### src/rtl/lsq_pkg.sv
package lsq_pkg;
    localparam int HDR_W      = 8;
    localparam int REPEAT_BIT = 7;
    localparam int MODE_W     = 3;

    typedef enum logic [2:0] {
        ST_IDLE,
        ST_HDR,
        ST_PLO,
        ST_PHI,
        ST_XFER,
        ST_NEXT
    } lsq_state_e;
endpackage

### src/rtl/lsq_mode_decode.sv
module lsq_mode_decode
    import lsq_pkg::*;
(
    input  logic [MODE_W-1:0] mode,
    input  logic [1:0]        idx,
    output logic [1:0]        offset,
    output logic              last
);
    logic [2:0] nbytes;

    always_comb begin
        case (mode)
            3'd0:                nbytes = 3'd1;
            3'd1, 3'd2, 3'd6:    nbytes = 3'd2;
            default:             nbytes = 3'd4;
        endcase
        case (mode)
            3'd1, 3'd5: offset = {1'b0, idx[0]};
            3'd3, 3'd7: offset = {1'b0, idx[1]};
            3'd4:       offset = idx;
            default:    offset = 2'd0;
        endcase
        last = ({1'b0, idx} == nbytes - 3'd1);
    end
endmodule

### src/rtl/lsq_fetch_timer.sv
module lsq_fetch_timer #(
    parameter int CYCLES = 4
) (
    input  logic clk,
    input  logic rst_n,
    input  logic clear,
    input  logic active,
    output logic done
);
    localparam int CW = (CYCLES > 1) ? $clog2(CYCLES) : 1;

    logic [CW-1:0] cnt_d, cnt_q;

    always_comb begin
        done  = active && (cnt_q == CW'(CYCLES - 1));
        cnt_d = (clear || !active || done) ? '0 : cnt_q + 1'b1;
    end

    always_ff @(posedge clk) begin
        if (!rst_n) cnt_q <= '0;
        else        cnt_q <= cnt_d;
    end

    assert_done_needs_active_R10: assert property (@(posedge clk) disable iff (!rst_n)
        !active |=> (cnt_q == '0));
endmodule

### src/rtl/lsq_line_dma.sv
module lsq_line_dma
    import lsq_pkg::*;
#(
    parameter int ADDR_W       = 16,
    parameter int BANK_W       = 8,
    parameter int PORT_W       = 8,
    parameter int FETCH_CYCLES = 4
) (
    input  logic                     clk,
    input  logic                     rst_n,
    input  logic                     frame_init,
    input  logic                     line_start,
    input  logic                     chan_en,
    input  logic [MODE_W-1:0]        mode,
    input  logic                     ind_mode,
    input  logic                     to_mem,
    input  logic [PORT_W-1:0]        port_base,
    input  logic [ADDR_W-1:0]        table_addr,
    input  logic [BANK_W-1:0]        table_bank,
    input  logic [BANK_W-1:0]        ind_bank,
    input  logic                     last_active,
    input  logic [7:0]               rd_data,
    output logic                     rd_req,
    output logic [BANK_W+ADDR_W-1:0] rd_addr,
    output logic                     xfer_req,
    output logic [BANK_W+ADDR_W-1:0] xfer_addr,
    output logic [PORT_W-1:0]        xfer_port,
    output logic                     xfer_to_mem,
    output logic                     finished
);
    localparam int FA_W = BANK_W + ADDR_W;

    typedef struct packed {
        lsq_state_e        state;
        logic [ADDR_W-1:0] tbl_ptr;
        logic [ADDR_W-1:0] ind_ptr;
        logic [HDR_W-1:0]  hdr;
        logic              do_xfer;
        logic              finished;
        logic [1:0]        idx;
    } regs_t;

    regs_t r_d, r_q;

    logic       fetching, fetch_done, byte_last;
    logic [1:0] port_off;
    logic [HDR_W-1:0] hdr_dec;

    lsq_mode_decode u_decode (
        .mode   (mode),
        .idx    (r_q.idx),
        .offset (port_off),
        .last   (byte_last)
    );

    lsq_fetch_timer #(.CYCLES(FETCH_CYCLES)) u_timer (
        .clk    (clk),
        .rst_n  (rst_n),
        .clear  (frame_init),
        .active (fetching),
        .done   (fetch_done)
    );

    always_comb begin
        fetching = (r_q.state == ST_HDR) || (r_q.state == ST_PLO) ||
                   (r_q.state == ST_PHI) || (r_q.state == ST_NEXT);
        hdr_dec  = r_q.hdr - 1'b1;
        r_d      = r_q;

        case (r_q.state)
            ST_IDLE: begin
                if (line_start && chan_en && !r_q.finished) begin
                    if (r_q.do_xfer) begin
                        r_d.state = ST_XFER;
                        r_d.idx   = 2'd0;
                    end else begin
                        r_d.hdr     = hdr_dec;
                        r_d.do_xfer = hdr_dec[REPEAT_BIT];
                        r_d.state   = ST_NEXT;
                    end
                end
            end
            ST_HDR: begin
                if (fetch_done) begin
                    r_d.hdr      = rd_data;
                    r_d.tbl_ptr  = r_q.tbl_ptr + 1'b1;
                    r_d.finished = (rd_data == '0);
                    r_d.state    = ind_mode ? ST_PLO : ST_IDLE;
                end
            end
            ST_PLO: begin
                if (fetch_done) begin
                    r_d.ind_ptr[7:0] = rd_data;
                    r_d.tbl_ptr      = r_q.tbl_ptr + 1'b1;
                    r_d.state        = ST_PHI;
                end
            end
            ST_PHI: begin
                if (fetch_done) begin
                    r_d.ind_ptr[ADDR_W-1:8] = rd_data[ADDR_W-9:0];
                    r_d.tbl_ptr             = r_q.tbl_ptr + 1'b1;
                    r_d.state               = ST_IDLE;
                end
            end
            ST_XFER: begin
                if (ind_mode) r_d.ind_ptr = r_q.ind_ptr + 1'b1;
                else          r_d.tbl_ptr = r_q.tbl_ptr + 1'b1;
                if (byte_last) begin
                    r_d.hdr     = hdr_dec;
                    r_d.do_xfer = hdr_dec[REPEAT_BIT];
                    r_d.state   = ST_NEXT;
                end else begin
                    r_d.idx = r_q.idx + 1'b1;
                end
            end
            ST_NEXT: begin
                if (fetch_done) begin
                    r_d.state = ST_IDLE;
                    if (r_q.hdr[REPEAT_BIT-1:0] == '0) begin
                        r_d.hdr      = rd_data;
                        r_d.tbl_ptr  = r_q.tbl_ptr + 1'b1;
                        r_d.do_xfer  = 1'b1;
                        r_d.finished = (rd_data == '0);
                        if (ind_mode) begin
                            if (rd_data == '0 && last_active) begin
                                r_d.ind_ptr[7:0] = 8'h00;
                                r_d.state        = ST_PHI;
                            end else begin
                                r_d.state = ST_PLO;
                            end
                        end
                    end
                end
            end
            default: r_d.state = ST_IDLE;
        endcase

        if (frame_init) begin
            r_d.finished = 1'b0;
            r_d.do_xfer  = chan_en;
            r_d.idx      = 2'd0;
            if (chan_en) begin
                r_d.tbl_ptr = table_addr;
                r_d.state   = ST_HDR;
            end else begin
                r_d.state = ST_IDLE;
            end
        end
    end

    always_ff @(posedge clk) begin
        if (!rst_n) begin
            r_q.state    <= ST_IDLE;
            r_q.tbl_ptr  <= '0;
            r_q.ind_ptr  <= '0;
            r_q.hdr      <= '0;
            r_q.do_xfer  <= 1'b0;
            r_q.finished <= 1'b0;
            r_q.idx      <= 2'd0;
        end else begin
            r_q <= r_d;
        end
    end

    assign rd_req      = fetching;
    assign rd_addr     = {table_bank, r_q.tbl_ptr};
    assign xfer_req    = (r_q.state == ST_XFER);
    assign xfer_addr   = ind_mode ? {ind_bank, r_q.ind_ptr} : {table_bank, r_q.tbl_ptr};
    assign xfer_port   = port_base + PORT_W'(port_off);
    assign xfer_to_mem = to_mem;
    assign finished    = r_q.finished;

    // Length of each run of rd_req, for the fetch-duration check
    logic [15:0] run_d, run_q;
    always_comb run_d = frame_init ? '0 : (rd_req ? run_q + 1'b1 : '0);
    always_ff @(posedge clk) begin
        if (!rst_n) run_q <= '0;
        else        run_q <= run_d;
    end

    assert_fetch_whole_R10: assert property (@(posedge clk) disable iff (!rst_n)
        (!rd_req && run_q != '0) |-> (run_q % FETCH_CYCLES == 0));

    assert_fetch_addr_hold_R10: assert property (@(posedge clk) disable iff (!rst_n)
        (rd_req && $past(rd_req) && !$past(frame_init) && run_q % FETCH_CYCLES != 0)
        |-> (rd_addr == $past(rd_addr)));

    assert_xfer_addr_step_R5: assert property (@(posedge clk) disable iff (!rst_n)
        (xfer_req && $past(xfer_req) && $stable(ind_mode) && $stable(table_bank) && $stable(ind_bank))
        |-> (xfer_addr[ADDR_W-1:0] == ADDR_W'($past(xfer_addr[ADDR_W-1:0]) + 1'b1)));

    assert_port_window_R4: assert property (@(posedge clk) disable iff (!rst_n)
        xfer_req |-> (PORT_W'(xfer_port - port_base) < PORT_W'(4)));

    assert_init_clears_R3: assert property (@(posedge clk) disable iff (!rst_n)
        frame_init |=> !finished);

    assert_quiet_when_done_R9: assert property (@(posedge clk) disable iff (!rst_n)
        (finished && !rd_req && !frame_init) |=> (!rd_req && !xfer_req));

    assert_no_req_when_off_R3: assert property (@(posedge clk) disable iff (!rst_n)
        (!chan_en && !rd_req && !xfer_req && !frame_init && $stable(chan_en)) |=> !xfer_req);
endmodule

### config.mk
export PLATFORM = sky130hd
export DESIGN_NAME = lsq_line_dma
export DESIGN_NICKNAME = d
export VERILOG_FILES = /design/src/rtl/lsq_pkg.sv /design/src/rtl/lsq_mode_decode.sv /design/src/rtl/lsq_fetch_timer.sv /design/src/rtl/lsq_line_dma.sv
export SDC_FILE = /design/constraint.sdc
export NUM_CORES = 1
export LEC_CHECK = 0
export BUFFER_PORTS_ARGS = -buffer_cell sky130_fd_sc_hd__clkbuf_2
export CORE_MARGIN = 2
export CORE_UTILIZATION = 54
export DETAILED_ROUTE_END_ITERATION = 7
export GPL_TIMING_DRIVEN = 0
export PLACE_DENSITY_LB_ADDON = 0.12
export SLEW_MARGIN = 15
export SYNTH_ARGS = -nofsm -noshare
export SYNTH_HDL_FRONTEND = slang
export SYNTH_SLANG_ARGS = --single-unit
### constraint.sdc
create_clock -name clk -period 5.35 [get_ports clk]
set_input_delay 1.07 -clock clk [delete_from_list [all_inputs] [get_ports clk]]
set_output_delay 1.07 -clock clk [all_outputs]
set_load 0.005 [all_outputs]
==> out/results.txt, run 1 <==
Worst-path fanout max -> 10
Max-cap violation count -> 0
Final wirelength -> 12850 microns
Yosys warnings -> 0
FFs w/ async S/R, synth -> 0%
Area grow syn2layout -> 20.94%
EDFF count, synth -> 0
Hold Vio Cnt, Final -> 0
Post-cts resize count -> 0
Vias per std cell -> 6.209
Antenna Cells -> 0
Row count -> 31
Most common cell after layout, fill and taps aside -> clkbuf_2
Clk pin slew, worst setup/hold paths -> 0.09 ns
Post-synth cell types -> 67
Boundary Pins -> 119
CTS root buf -> clkbuf_8
Vias in the first global route -> 3885
Netlist Area Pre-Place -> 3944 sq um
H-tree depth -> 2
Avg WL per Cell -> 17.29 microns
Syn Area/Cell -> 7.599 sq um
Post-DP Area -> 4653 sq um
Hold Slack -> 0.4495 ns
Outcome -> finished clean
Iteration-0 DRC Markers -> 382
Post-synth top area share -> 24.87%
CTS tree -> built
HPWL after detailed placement -> 9748 microns
Seq cells post-synth -> 49
Worst EP arrival -> 2.74 ns
Hold Crit Class -> reg2reg
Most frequent cells in the layout -> clkbuf_2, nand2_1, dfxtp_1
CP endpoint kind -> output pin
Post-synth top flop -> dfxtp_1
First-pass GRT wire length -> 19470 microns
Final Cycle Share -> 71.16%
Final Slew Violations -> 0
Final setup vio count -> 0
CP Class -> in2out
Worst endpoint required time -> 4.28 ns
Setup TNS -> 0 ns
P_leak -> 1.981 nW
Cells after synthesis -> 519
Max Clock Freq -> 262.7 MHz
RSZ-0062 raised after global routing -> false
Drt first pass iters -> 5
Routed wl met2 -> 5967 microns
TritonCTS Sinks -> 49
CTS Buffer Depth -> 2
GPL Wtd Cong -> 0.9497
Routed Antenna Nets -> 0
Pwr dens -> 206.2 nW/um^2
M1 WL -> 5339 microns
Clock skew -> 0.008638 ns
Final nets -> 710
Global route total overflow -> 0
GRT Overall Usage -> 31.35%
Metal3 WL -> 1307 microns
Antenna violations before repair -> 0
Min cycle time layout -> 3.807 ns
Via count -> 4613
Largest net degree at the start of global routing -> 15
CTS Buf Count -> 5
Hold buffers post-CTS -> 0
Die area -> 8003 sq um
Slew HR -> 35.44%
Setup repair bufs after CTS -> 0
Yosys top cell by area -> dfxtp_1
Top routing layer in use -> met4
Dpl cells -> 735
Share of cells above drive strength 1 -> 28.88%
Starting Density -> 54.96%
Post-synthesis sequential area ratio -> 24.87%
Clk Latency, worst-skew pair -> 0.32 ns
Top cells by area, synth -> dfxtp_1, mux2_2, buf_4
Critical Path Source Type -> input pin
Util after Layout -> 66.47%
Core area -> 7176 sq um
IO buf count -> 117
Final instance area -> 4770 sq um
Die Wd -> 89.46 microns
DIE HEIGHT -> 89.46 microns
Layout Cells excl Fill -> 743
Tightest Pin Transition -> 0.9602 ns
Synthesized Nets -> 586
Drc violations -> 0
VDD IR max -> 128.0 uV
worst max-delay path, stage by stage:
cell and delay [ns]:
clkbuf_2 0.14, buf_1 0.49, clkbuf_1 0.50, mux2_2 0.42, clkbuf_2 0.11
flip-flops by register name, summed over array words and instances, names as in the netlist:
signal and count:
rd_addr 16, r_q 30, finished 1, u_timer.cnt_q 2
synthesized netlist by cell type, types with 5 or more instances:
cell	instances
nand3_1	16
nand2_1	50
a21oi_1	35
a22oi_1	7
nand2b_1	6
xor2_1	7
nor4_1	9
mux2_2	23
o31ai_1	6
buf_4	25
a211oi_1	15
xnor2_1	12
a221oi_1	6
nand4_1	9
inv_1	18
nor3_1	8
clkbuf_1	23
nor2b_1	9
o32ai_1	5
a31oi_1	13
nor2_1	34
ha_1	7
dfxtp_1	49
a311oi_1	5
or4_1	6
o21ai_0	37
or3_1	5
power by group:
group	switching, mW	internal, mW	leakage, nW	total [mW]
clock network	0.133	0.153	0.0585	0.286
logic	0.156	0.129	1.52	0.286
registers	0.0274	0.385	0.400	0.412
total	0.317	0.667	1.98	0.983
layout make-up:
type,count,area (sq um)
Clock buffer,7,86.33
Inverter,19,71.32
Clock inverter,1,30.03
Sequential cell,49,980.9
Tap cell,99,123.9
Timing Repair Buffer,117,585.6
Fill cell,641,2406
Multi-Input combinational cell,397,2586
Buffer,54,305.3
layer usage:
metal / vias to the layer above / track usage, %
met5: - / 0
met4: 0 / 7.734
met3: 29 / 5.263
met2: 300 / 49.23
met1: 2121 / 44.81
li1: 2163 / -
kinds of logic (layout without fill, tap and decap cells):
family                   Yosys count  in the layout  synth area share [%]
AND/OR/NAND/NOR                  176            176                 22.91
AO/OA/AOI/OAI                    169            169                 28.65
buffers and inverters             73            198                 9.549
flip-flops                        49             49                 24.87
multiplexers                      25             25                 7.075
XOR/XNOR                          19             19                 4.220
adder cells (fa/ha/maj)            8              8                 2.728
final timing paths:
path	start	to	slack [ns]	depth (start not counted)
max	ind_mode	xfer_addr[12]	1.54	5
min	u_timer.cnt_q[0]$_SDFF_PP0_	u_timer.cnt_q[0]$_SDFF_PP0_	0.45	1
max reg2reg	r_q[46]$_SDFFE_PN0P_	r_q[5]$_SDFFE_PN0P_	2.68	6
min reg2reg	u_timer.cnt_q[0]$_SDFF_PP0_	u_timer.cnt_q[0]$_SDFF_PP0_	0.45	1
through the flow:
stage / setup WS (ns) / total power [mW]
finish: 1.543 / 0.9834
global route: 1.361 / 1.030
CTS: 1.538 / 0.9792
detailed placement: 1.539 / 0.6989
global placement: 1.557 / 0.6922
floorplan: 1.899 / 0.5943
No activity file was read; power rests on OpenSTA's default activity.
==> run 2, diff against run 1 <==
CORE_UTILIZATION = 48   (was 54)
clock period = 3.38 ns   (was 5.35 ns; I/O delays follow)
==> out/results.txt, run 2 (synthesis gave the netlist of run 1 again) <==
Outcome -> finished clean
Boundary Pins -> 119 (unchanged)
Global route total overflow -> 0 (unchanged)
Vias per std cell -> 6.091 (-1.9%)
CTS tree -> built
Row count -> 33 (+6.5%)
Largest register FFs -> 30 (unchanged)
M1 WL -> 5797 microns (+8.6%)
Worst endpoint required time -> 2.70 ns (-1.58 ns)
Avg WL per Cell -> 17.70 microns (+2.4%)
Clk pin slew, worst setup/hold paths -> 0.09 ns (about the same)
Top reg by flops -> r_q
Setup repair bufs after CTS -> 0 (unchanged)
Worst path slowest cell -> or3b_2
H-tree depth -> 2 (unchanged)
CTS root buf -> clkbuf_8
Pwr dens -> 327.0 nW/um^2 (+59%)
Metal3 WL -> 1070 microns (-18%)
Multi-input logic area -> 2586 sq um (unchanged)
Max-cap violation count -> 0 (unchanged)
CP Class -> reg2out
DIE HEIGHT -> 94.65 microns (+5.8%)
Worst-path fanout max -> 10 (unchanged)
Core area -> 8093 sq um (+13%)
Antenna Cells -> 0 (unchanged)
Clock share of power -> 29.1% (about the same)
Post-cts resize count -> 0 (unchanged)
VDD IR max -> 194.9 uV (+52%)
CP peak stage delay -> 0.53 ns (+0.03 ns)
Final Cycle Share -> 92.56%
Final wirelength -> 13260 microns (+3.2%)
Critical Path Source Type -> flip-flop
Top cell by count, worst path -> clkbuf_1
Starting Density -> 48.73% (-6.2 points)
Area grow syn2layout -> 21.13%
Most common cell after layout, fill and taps aside -> clkbuf_2
GRT Overall Usage -> 28.53% (-2.8 points)
Min cycle time layout -> 3.129 ns
RSZ-0062 raised after global routing -> false
Clock skew -> 0.007979 ns (-0.0006589 ns)
Most frequent cells in the layout -> clkbuf_2, nand2_1, dfxtp_1
GPL Wtd Cong -> 0.9133 (-3.8%)
Largest net degree at the start of global routing -> 15 (unchanged)
Via count -> 4562 (-1.1%)
CTS Buffer Depth -> 2 (unchanged)
Iteration-0 DRC Markers -> 408 (+6.8%)
Setup TNS -> 0 ns (unchanged)
Final Slew Violations -> 0 (unchanged)
Pre-CTS WS -> 0.3688 ns (-1.171 ns)
Routed Antenna Nets -> 0 (unchanged)
Worst EP arrival -> 2.45 ns (-0.29 ns)
TritonCTS Sinks -> 49 (unchanged)
Hold Crit Class -> reg2reg
IO buf count -> 117 (unchanged)
Vias in the first global route -> 3958 (+1.9%)
First-pass GRT wire length -> 20200 microns (+3.7%)
CP endpoint kind -> output pin
Setup ws final -> 0.2514 ns (-1.292 ns)
Die area -> 8958 sq um (+12%)
NetSw -> 506.9 uW (+60%)
Final nets -> 710 (unchanged)
Hold buffers post-CTS -> 0 (unchanged)
Sequential share of power -> 41.8% (about the same)
CTS Buf Count -> 5 (unchanged)
Share of cells above drive strength 1 -> 28.88% (unchanged)
Cell breakdown of the critical path -> clkbuf_1 > or3b_2 > clkbuf_1 > inv_1 > buf_1 > clkbuf_2
Max Clock Freq -> 319.6 MHz
Clk Latency, worst-skew pair -> 0.31 ns (about the same)
HPWL after detailed placement -> 10070 microns (+3.3%)
Combinational Power Share -> 29.1% (about the same)
Filler cells -> 801 (+25%)
Top routing layer in use -> met4
P_leak -> 1.981 nW (unchanged)
Tightest Pin Transition -> 1.046 ns (+0.08575 ns)
Final setup vio count -> 0 (unchanged)
Drt first pass iters -> 7 (+2)
Register Area -> 980.9 sq um (unchanged)
Die Wd -> 94.65 microns (+5.8%)
Pint -> 1.055 mW (+58%)
Antenna violations before repair -> 0 (unchanged)
Slew HR -> 29.67% (-5.8 points)
Hold Vio Cnt, Final -> 0 (unchanged)
Routed wl met2 -> 6063 microns (+1.6%)
Sw Ratio -> 32.45% (+0.25 points)
Drc violations -> 0 (unchanged)
==> run 2: cell counts in the layout (fill, tap and decap cells not counted) <==
Identical to the previous run, type by type.
==> run 2: power by group through the flow <==
stage               Sequential (mW)  Combinational [mW]  Clock [mW]
floorplan                     0.650               0.291           0
CTS                           0.651               0.450       0.457
detailed placement            0.664               0.447           0
global placement              0.663               0.438           0
global route                  0.657               0.502       0.475
finish                        0.653               0.455       0.454
==> run 2: per-stage QoR <==
step | instances | util (%) | cell area, sq um | total power [mW] | hold slack, ns
after floorplan | 519 | - | 3944 | 0.9407 | 0.4072
after global placement | 741 | 57.59 | 4661 | 1.101 | 0.4195
after detailed placement | 741 | 57.59 | 4661 | 1.112 | 0.4303
after CTS | 749 | 59.03 | 4777 | 1.557 | 0.4427
after global routing | 749 | 59.03 | 4777 | 1.634 | 0.4755
final | 749 | 59.03 | 4777 | 1.562 | 0.4408
==> run 2: worst paths after layout <==
path,depth (start not counted),startpoint,endpoint,slack [ns]
hold / removal,1,u_timer.cnt_q[0]$_SDFF_PP0_,u_timer.cnt_q[0]$_SDFF_PP0_,0.44
setup reg to reg,7,r_q[4]$_SDFFE_PN0P_,r_q[14]$_SDFFE_PN0P_,0.69
hold reg to reg,1,u_timer.cnt_q[0]$_SDFF_PP0_,u_timer.cnt_q[0]$_SDFF_PP0_,0.44
setup / recovery,6,r_q[44]$_SDFFE_PN0P_,xfer_req,0.25
==> run 2: per-layer routing <==
layer  global-route usage (%)  up-vias
met3                    3.751       27
met5                        0        -
li1                         -     2171
met4                    9.783        0
met1                    40.40     2130
met2                    44.56      234
==> run 2: worst max-delay path, delay by kind of cell, from the launching register on <==
kind          cells  cell delay [ns]
buf+inv           5             1.32
simple gates      1             0.53
flops             1             0.31
==> run 2: layout make-up <==
cell class                      instances  share of cell area [%]
Sequential cell                        49                   20.53
Multi-Input combinational cell        397                   54.14
Clock buffer                            7                   1.807
Buffer                                 54                   6.391
Inverter                               19                   1.493
Tap cell                              105                   2.750
Timing Repair Buffer                  117                   12.26
Clock inverter                          1                  0.6286
